[config.mk]
export PLATFORM = sky130hd
export DESIGN_NAME = ds_segmenter
export DESIGN_NICKNAME = d
export VERILOG_FILES = /design/src/rtl/dseg_pkg.sv /design/src/rtl/dseg_plan.sv /design/src/rtl/dseg_seg_cnt.sv /design/src/rtl/ds_segmenter.sv
export SDC_FILE = /design/constraint.sdc
export NUM_CORES = 1
export LEC_CHECK = 0
export ABC_CLOCK_PERIOD_IN_PS = 7000
export BUFFER_PORTS_ARGS = -buffer_cell sky130_fd_sc_hd__buf_4
export CAP_MARGIN = 10
export CORE_MARGIN = 2
export CORE_UTILIZATION = 38
export DETAILED_ROUTE_END_ITERATION = 7
export HOLD_SLACK_MARGIN = 0.02
export PLACE_DENSITY = 0.69
export SKIP_LAST_GASP = 1
export SYNTH_ARGS = -nofsm -noshare
export SYNTH_HDL_FRONTEND = slang
export SYNTH_SLANG_ARGS = --single-unit
[constraint.sdc]
create_clock -name clk -period 7 [get_ports clk]
set_input_delay 0.7 -clock clk [delete_from_list [all_inputs] [get_ports clk]]
set_output_delay 0.7 -clock clk [all_outputs]
set_load 0.01 [all_outputs]
[src/rtl/dseg_pkg.sv]
package dseg_pkg;

  typedef enum logic [1:0] {
    KIND_SINGLE = 2'b00,
    KIND_START  = 2'b01,
    KIND_CONT   = 2'b10,
    KIND_END    = 2'b11
  } seg_kind_e;

  typedef enum logic [1:0] {
    ST_IDLE = 2'd0,
    ST_HDR  = 2'd1,
    ST_PAY  = 2'd2
  } seg_state_e;

  localparam logic [3:0] FTYPE_STREAM = 4'd9;

endpackage

[src/rtl/dseg_plan.sv]
module dseg_plan
  import dseg_pkg::*;
#(
  parameter int MAX_SEG = 256,
  parameter int LEN_W   = 17,
  parameter int SEG_W   = 9
) (
  input  logic [LEN_W-1:0] rem_bytes,
  input  logic             first_seg,
  output seg_kind_e        kind,
  output logic [SEG_W-1:0] seg_len
);

  logic fits;

  assign fits = (rem_bytes <= LEN_W'(MAX_SEG));

  always_comb begin
    if (fits) begin
      kind    = first_seg ? KIND_SINGLE : KIND_END;
      seg_len = SEG_W'(rem_bytes);
    end else begin
      kind    = first_seg ? KIND_START : KIND_CONT;
      seg_len = SEG_W'(MAX_SEG);
    end
  end

endmodule

[src/rtl/dseg_seg_cnt.sv]
module dseg_seg_cnt #(
  parameter int SEG_W = 9
) (
  input  logic             clk,
  input  logic             rst_n,
  input  logic             load,
  input  logic [SEG_W-1:0] load_val,
  input  logic             beat,
  output logic             at_last
);

  logic [SEG_W-1:0] left_q;

  always_ff @(posedge clk or negedge rst_n) begin
    if (!rst_n) begin
      left_q <= '0;
    end else if (load) begin
      left_q <= load_val;
    end else if (beat) begin
      left_q <= left_q - SEG_W'(1);
    end
  end

  assign at_last = (left_q == SEG_W'(1));

endmodule

[src/rtl/ds_segmenter.sv]
module ds_segmenter
  import dseg_pkg::*;
#(
  parameter int MAX_SEG = 256,
  parameter int MAX_PDU = 65536,
  parameter int SID_W   = 16,
  parameter int DATA_W  = 8
) (
  input  logic                          clk,
  input  logic                          rst_n,
  input  logic                          cmd_valid,
  output logic                          cmd_ready,
  input  logic [$clog2(MAX_PDU+1)-1:0]  cmd_len,
  input  logic [SID_W-1:0]              cmd_sid,
  output logic                          cmd_err,
  output logic                          hdr_valid,
  input  logic                          hdr_ready,
  output logic [3:0]                    hdr_ftype,
  output logic [1:0]                    hdr_kind,
  output logic [SID_W-1:0]              hdr_sid,
  output logic [$clog2(MAX_SEG+1)-1:0]  hdr_len,
  input  logic                          in_valid,
  output logic                          in_ready,
  input  logic [DATA_W-1:0]             in_data,
  output logic                          out_valid,
  input  logic                          out_ready,
  output logic [DATA_W-1:0]             out_data,
  output logic                          out_last
);

  localparam int LEN_W = $clog2(MAX_PDU + 1);
  localparam int SEG_W = $clog2(MAX_SEG + 1);

  seg_state_e       state_q;
  logic [LEN_W-1:0] rem_q;
  logic             first_q;
  logic [SID_W-1:0] sid_q;
  logic             err_q;

  seg_kind_e        plan_kind;
  logic [SEG_W-1:0] plan_len;
  logic             seg_last;
  logic             len_bad;
  logic             hdr_fire;
  logic             pay_phase;
  logic             out_fire;

  dseg_plan #(
    .MAX_SEG (MAX_SEG),
    .LEN_W   (LEN_W),
    .SEG_W   (SEG_W)
  ) u_plan (
    .rem_bytes (rem_q),
    .first_seg (first_q),
    .kind      (plan_kind),
    .seg_len   (plan_len)
  );

  dseg_seg_cnt #(
    .SEG_W (SEG_W)
  ) u_cnt (
    .clk      (clk),
    .rst_n    (rst_n),
    .load     (hdr_fire),
    .load_val (plan_len),
    .beat     (out_fire),
    .at_last  (seg_last)
  );

  assign len_bad   = (cmd_len == '0) || (cmd_len > LEN_W'(MAX_PDU));
  assign pay_phase = (state_q == ST_PAY);
  assign hdr_fire  = hdr_valid && hdr_ready;
  assign out_fire  = out_valid && out_ready;

  assign cmd_ready = (state_q == ST_IDLE);
  assign cmd_err   = err_q;

  assign hdr_valid = (state_q == ST_HDR);
  assign hdr_ftype = FTYPE_STREAM;
  assign hdr_kind  = plan_kind;
  assign hdr_sid   = sid_q;
  assign hdr_len   = plan_len;

  assign out_valid = in_valid && pay_phase;
  assign in_ready  = out_ready && pay_phase;
  assign out_data  = in_data;
  assign out_last  = pay_phase && seg_last;

  always_ff @(posedge clk or negedge rst_n) begin
    if (!rst_n) begin
      state_q <= ST_IDLE;
      rem_q   <= '0;
      first_q <= 1'b0;
      sid_q   <= '0;
      err_q   <= 1'b0;
    end else begin
      err_q <= 1'b0;
      unique case (state_q)
        ST_IDLE: begin
          if (cmd_valid) begin
            if (len_bad) begin
              err_q <= 1'b1;
            end else begin
              rem_q   <= cmd_len;
              sid_q   <= cmd_sid;
              first_q <= 1'b1;
              state_q <= ST_HDR;
            end
          end
        end
        ST_HDR: begin
          if (hdr_ready) begin
            first_q <= 1'b0;
            state_q <= ST_PAY;
          end
        end
        ST_PAY: begin
          if (out_fire) begin
            rem_q <= rem_q - LEN_W'(1);
            if (seg_last) begin
              state_q <= (rem_q == LEN_W'(1)) ? ST_IDLE : ST_HDR;
            end
          end
        end
        default: state_q <= ST_IDLE;
      endcase
    end
  end

endmodule

==> results.py <==
metrics = {
    "clock_tree": {
        "cts_tree": "yes",
        "ctsResizeCount": 0,
        "path_clk_slew_ns": 0.09,
        "cts_buffer_depth": 2,
        "ctsHoldBuffers": 0,
        "cts_inserted_buffers": 5,
        "clkSinkCount": 46,
        "root_buffer": "clkbuf_8",
        "cts_max_level": 2,
        "clk_latency_ns": 0.30,
        "postCtsSetupBuffers": 0,
    },
    "drt": {
        "drt_iter0_drc": 282,
        "postRouteAntennaNets": 0,
        "wl_per_cell_um": 16.1,
        "vias": 2501,
        "vias_per_cell": 5.57,
        "routed_wl_um": 7210,
        "first_pass_iters": 5,
        "drcViolationCount": 0,
    },
    "sta": {
        "hold_ws_ns": 0.385,
        "rsz0062_at_grt": "no",
        "setup_tns_ns": 0,
        "tightestPinTransition_ns": 1.02,
        "fin_crit_ns": 3.85,
        "setup_viol": 0,
        "max_slew_margin": 0.317,
        "fmaxAchievable_ghz": 0.260,
        "maxSlewViolCount": 0,
        "hold_viol": 0,
        "skew_ns": 0.00571,
        "min_period_over_period": 0.550,
        "timing.final.ws_setup_ns": 3.15,
    },
    "die": {
        "fp-row-count": 31,
        "die_w_um": 89.2,
        "start_util": 0.387,
        "core_mm2": 0.00714,
        "io_pins": 92,
        "die_h_um": 89.2,
        "dieArea_mm2": 0.00796,
    },
    "worst_setup_path": {
        "path_delay_family": "simple AND/OR/NAND/NOR gates",
        "timing.rr.start": "rem_q[0]$_DFFE_PN0P_",
        "rr_endpoint": "u_cnt.left_q[7]$_DFFE_PN0P_",
        "critPathMaxFanout": 10,
        "critPathMaxStageDelay_ns": 0.68,
        "worstPathCellList": "inv_1 > ha_1 > nor4b_4 > nand2_4 > a2111oi_4 > inv_2 > ha_1 > or2_2 > buf_4",
        "start_kind": "flip-flop",
        "rrSetupSlack_ns": 4.41,
        "cp.depth": 9,
        "critical-path-slowest-cell": "a2111oi_4",
        "crit_top_cell": "ha_1",
        "worstPathArrival_ns": 3.15,
        "reg2reg_depth": 7,
        "crit_type": "reg -> out",
        "path_buf_inv": 3,
        "cp_data_required_time_ns": 6.30,
        "cp-end-kind": "output port",
    },
    "pwr": {
        "power_density_mw_per_mm2": 382,
        "p_clk_frac": 0.154,
        "p_leak_nw": 1.53,
        "net-switching-power_uw": 532,
        "power.total_mw": 1.30,
        "ir_worst_vdd_uv": 136,
        "seqPwrFrac": 0.409,
        "switching_share": 0.407,
        "p_int_uw": 773,
        "p_comb_frac": 0.437,
    },
    "layout": {
        "fin_nets": 402,
        "diodes": 0,
        "area_delta_synth_final_pct": 23.6,
        "drive_gt1_frac": 0.280,
        "fin_area_mm2": 0.00341,
        "fill_cells": 677,
        "postLayoutCoreUtil": 0.478,
        "final_cells": 449,
    },
    "global_route": {
        "gr-usage-met1": 0.264,
        "met2_usage": 0.277,
        "grtUsageMet3": 0.0342,
        "grt_max_degree": 47,
        "grt-busiest-layer": "met2",
        "antenna_found_initial": 0,
        "grt_pass1_wl_um": 11300,
        "grt_pass1_vias": 2242,
        "grt.overflow.total": 0,
        "grt_use_total": 0.183,
    },
    "synth": {
        "netlist_area_mm2": 0.00276,
        "synthTopCellsByArea": "dfrtp_1, nor2_1, mux2_1, a21oi_1, buf_4",
        "yosys_warnings": 0,
        "synth_flop_cell": "dfrtp_1",
        "ys_seq_area_frac": 0.417,
        "ys_types": 62,
        "async_flop_share": 1.00,
        "yosysTopAreaCell": "dfrtp_1",
        "postSynthAreaPerCell_um2": 9.38,
        "synth_edf_count": 0,
        "synth_top_area_frac": 0.417,
        "ys_ff_latch": 46,
        "postSynthCellCount": 294,
    },
    "placed_design": {
        "place.gp.congestion": 0.947,
        "dp_hpwl_um": 5240,
        "place_ws_ns": 3.52,
        "numPortBuffers": 71,
        "dpl-instance-area_mm2": 0.00330,
        "dp_cells": 441,
    },
    "min_path": {
        "min_path_type": "in -> async",
    },
    "run": {
        "cap_viol_max_count": 0,
    },
    "status": {
        "status": "completed",
    },
}
[layout by cell type (no fill, tap or decap), types with 3 or more instances in the layout]
cell and n:
a222oi_1 3, ha_1 6, mux2_2 4, clkbuf_8 5
mux2_1 12, nor2_1 36, o22ai_1 7, conb_1 4
o21ai_0 3, nor3_1 5, and2_1 7, or4_1 4
a21oi_1 22, nand2b_1 3, dfrtp_1 46, nand2_1 16
nor4_1 8, o21ai_1 5, a31oi_1 8, inv_1 11
buf_4 74, o22a_1 3, nand4_1 3
[metal layers]
metal | share of wire | vias up
met5 | 0 | -
met2 | 0.46 | 137
met4 | 0.017 | 0
met3 | 0.077 | 15
met1 | 0.44 | 1185
li1 | - | 1164
[power groups by stage]
stage,combinational [mW],clock (mW),sequential (mW)
after floorplan,0.381,0,0.511
after global placement,0.560,0,0.527
after detailed placement,0.568,0,0.534
after CTS,0.569,0.206,0.530
after global routing,0.632,0.215,0.553
final,0.570,0.200,0.534
[layout make-up]
class,count,area [um2],share of cell area
multi-input combinational,210,1420,0.417
sequential,46,1150,0.337
timing repair buffer,74,556,0.163
tap,99,124,0.0363
clock buffer,5,68.8,0.0202
clock inverter,3,45.0,0.0132
inverter,12,45.0,0.0132
[synthesized netlist by cell type (3+ instances only)]
cell       n
a21oi_1   22
a222oi_1   3
a31oi_1    8
and2_1     7
buf_2      3
buf_4     12
clkbuf_1  12
dfrtp_1   46
ha_1       6
inv_1     11
mux2_1    12
mux2_2     4
mux2i_1    3
nand2_1   16
nand2b_1   3
nand4_1    3
nor2_1    36
nor3_1     5
nor4_1     8
o21ai_0    3
o21ai_1    5
o22a_1     3
o22ai_1    7
or4_1      4
[cells by family (layout without fill, tap and decap cells)]
| kind of cell | Yosys count | in the layout | synth area share |
|---|---|---|---|
| multiplexers | 19 | 19 | 0.0762 |
| AO/OA/AOI/OAI | 73 | 73 | 0.185 |
| buffers and inverters | 40 | 94 | 0.0748 |
| adder cells (fa/ha/maj) | 6 | 6 | 0.0272 |
| AND/OR/NAND/NOR | 104 | 104 | 0.204 |
| other | 2 | 4 | 0.00272 |
| XOR/XNOR | 4 | 4 | 0.0127 |
| flip-flops | 46 | 46 | 0.417 |
[how the worst max path moves through the flow]
stage	slack, ns	from	end
detailed placement	3.52	cmd_len[15]	rem_q[4]$_DFFE_PN0P_
global route	2.94	rem_q[1]$_DFFE_PN0P_	hdr_kind[1]
floorplan	4.04	rem_q[0]$_DFFE_PN0P_	hdr_kind[1]
finish	3.15	rem_q[0]$_DFFE_PN0P_	hdr_kind[1]
CTS	3.21	rem_q[0]$_DFFE_PN0P_	hdr_kind[1]
global placement	3.58	cmd_len[15]	rem_q[3]$_DFFE_PN0P_
[flip-flops by register name (all words and copies together) (netlist names)]
name	flops
state_q	2
rem_q	17
first_q	1
hdr_sid	16
cmd_err	1
u_cnt.left_q	9
No activity file was read; power rests on OpenSTA's default activity.
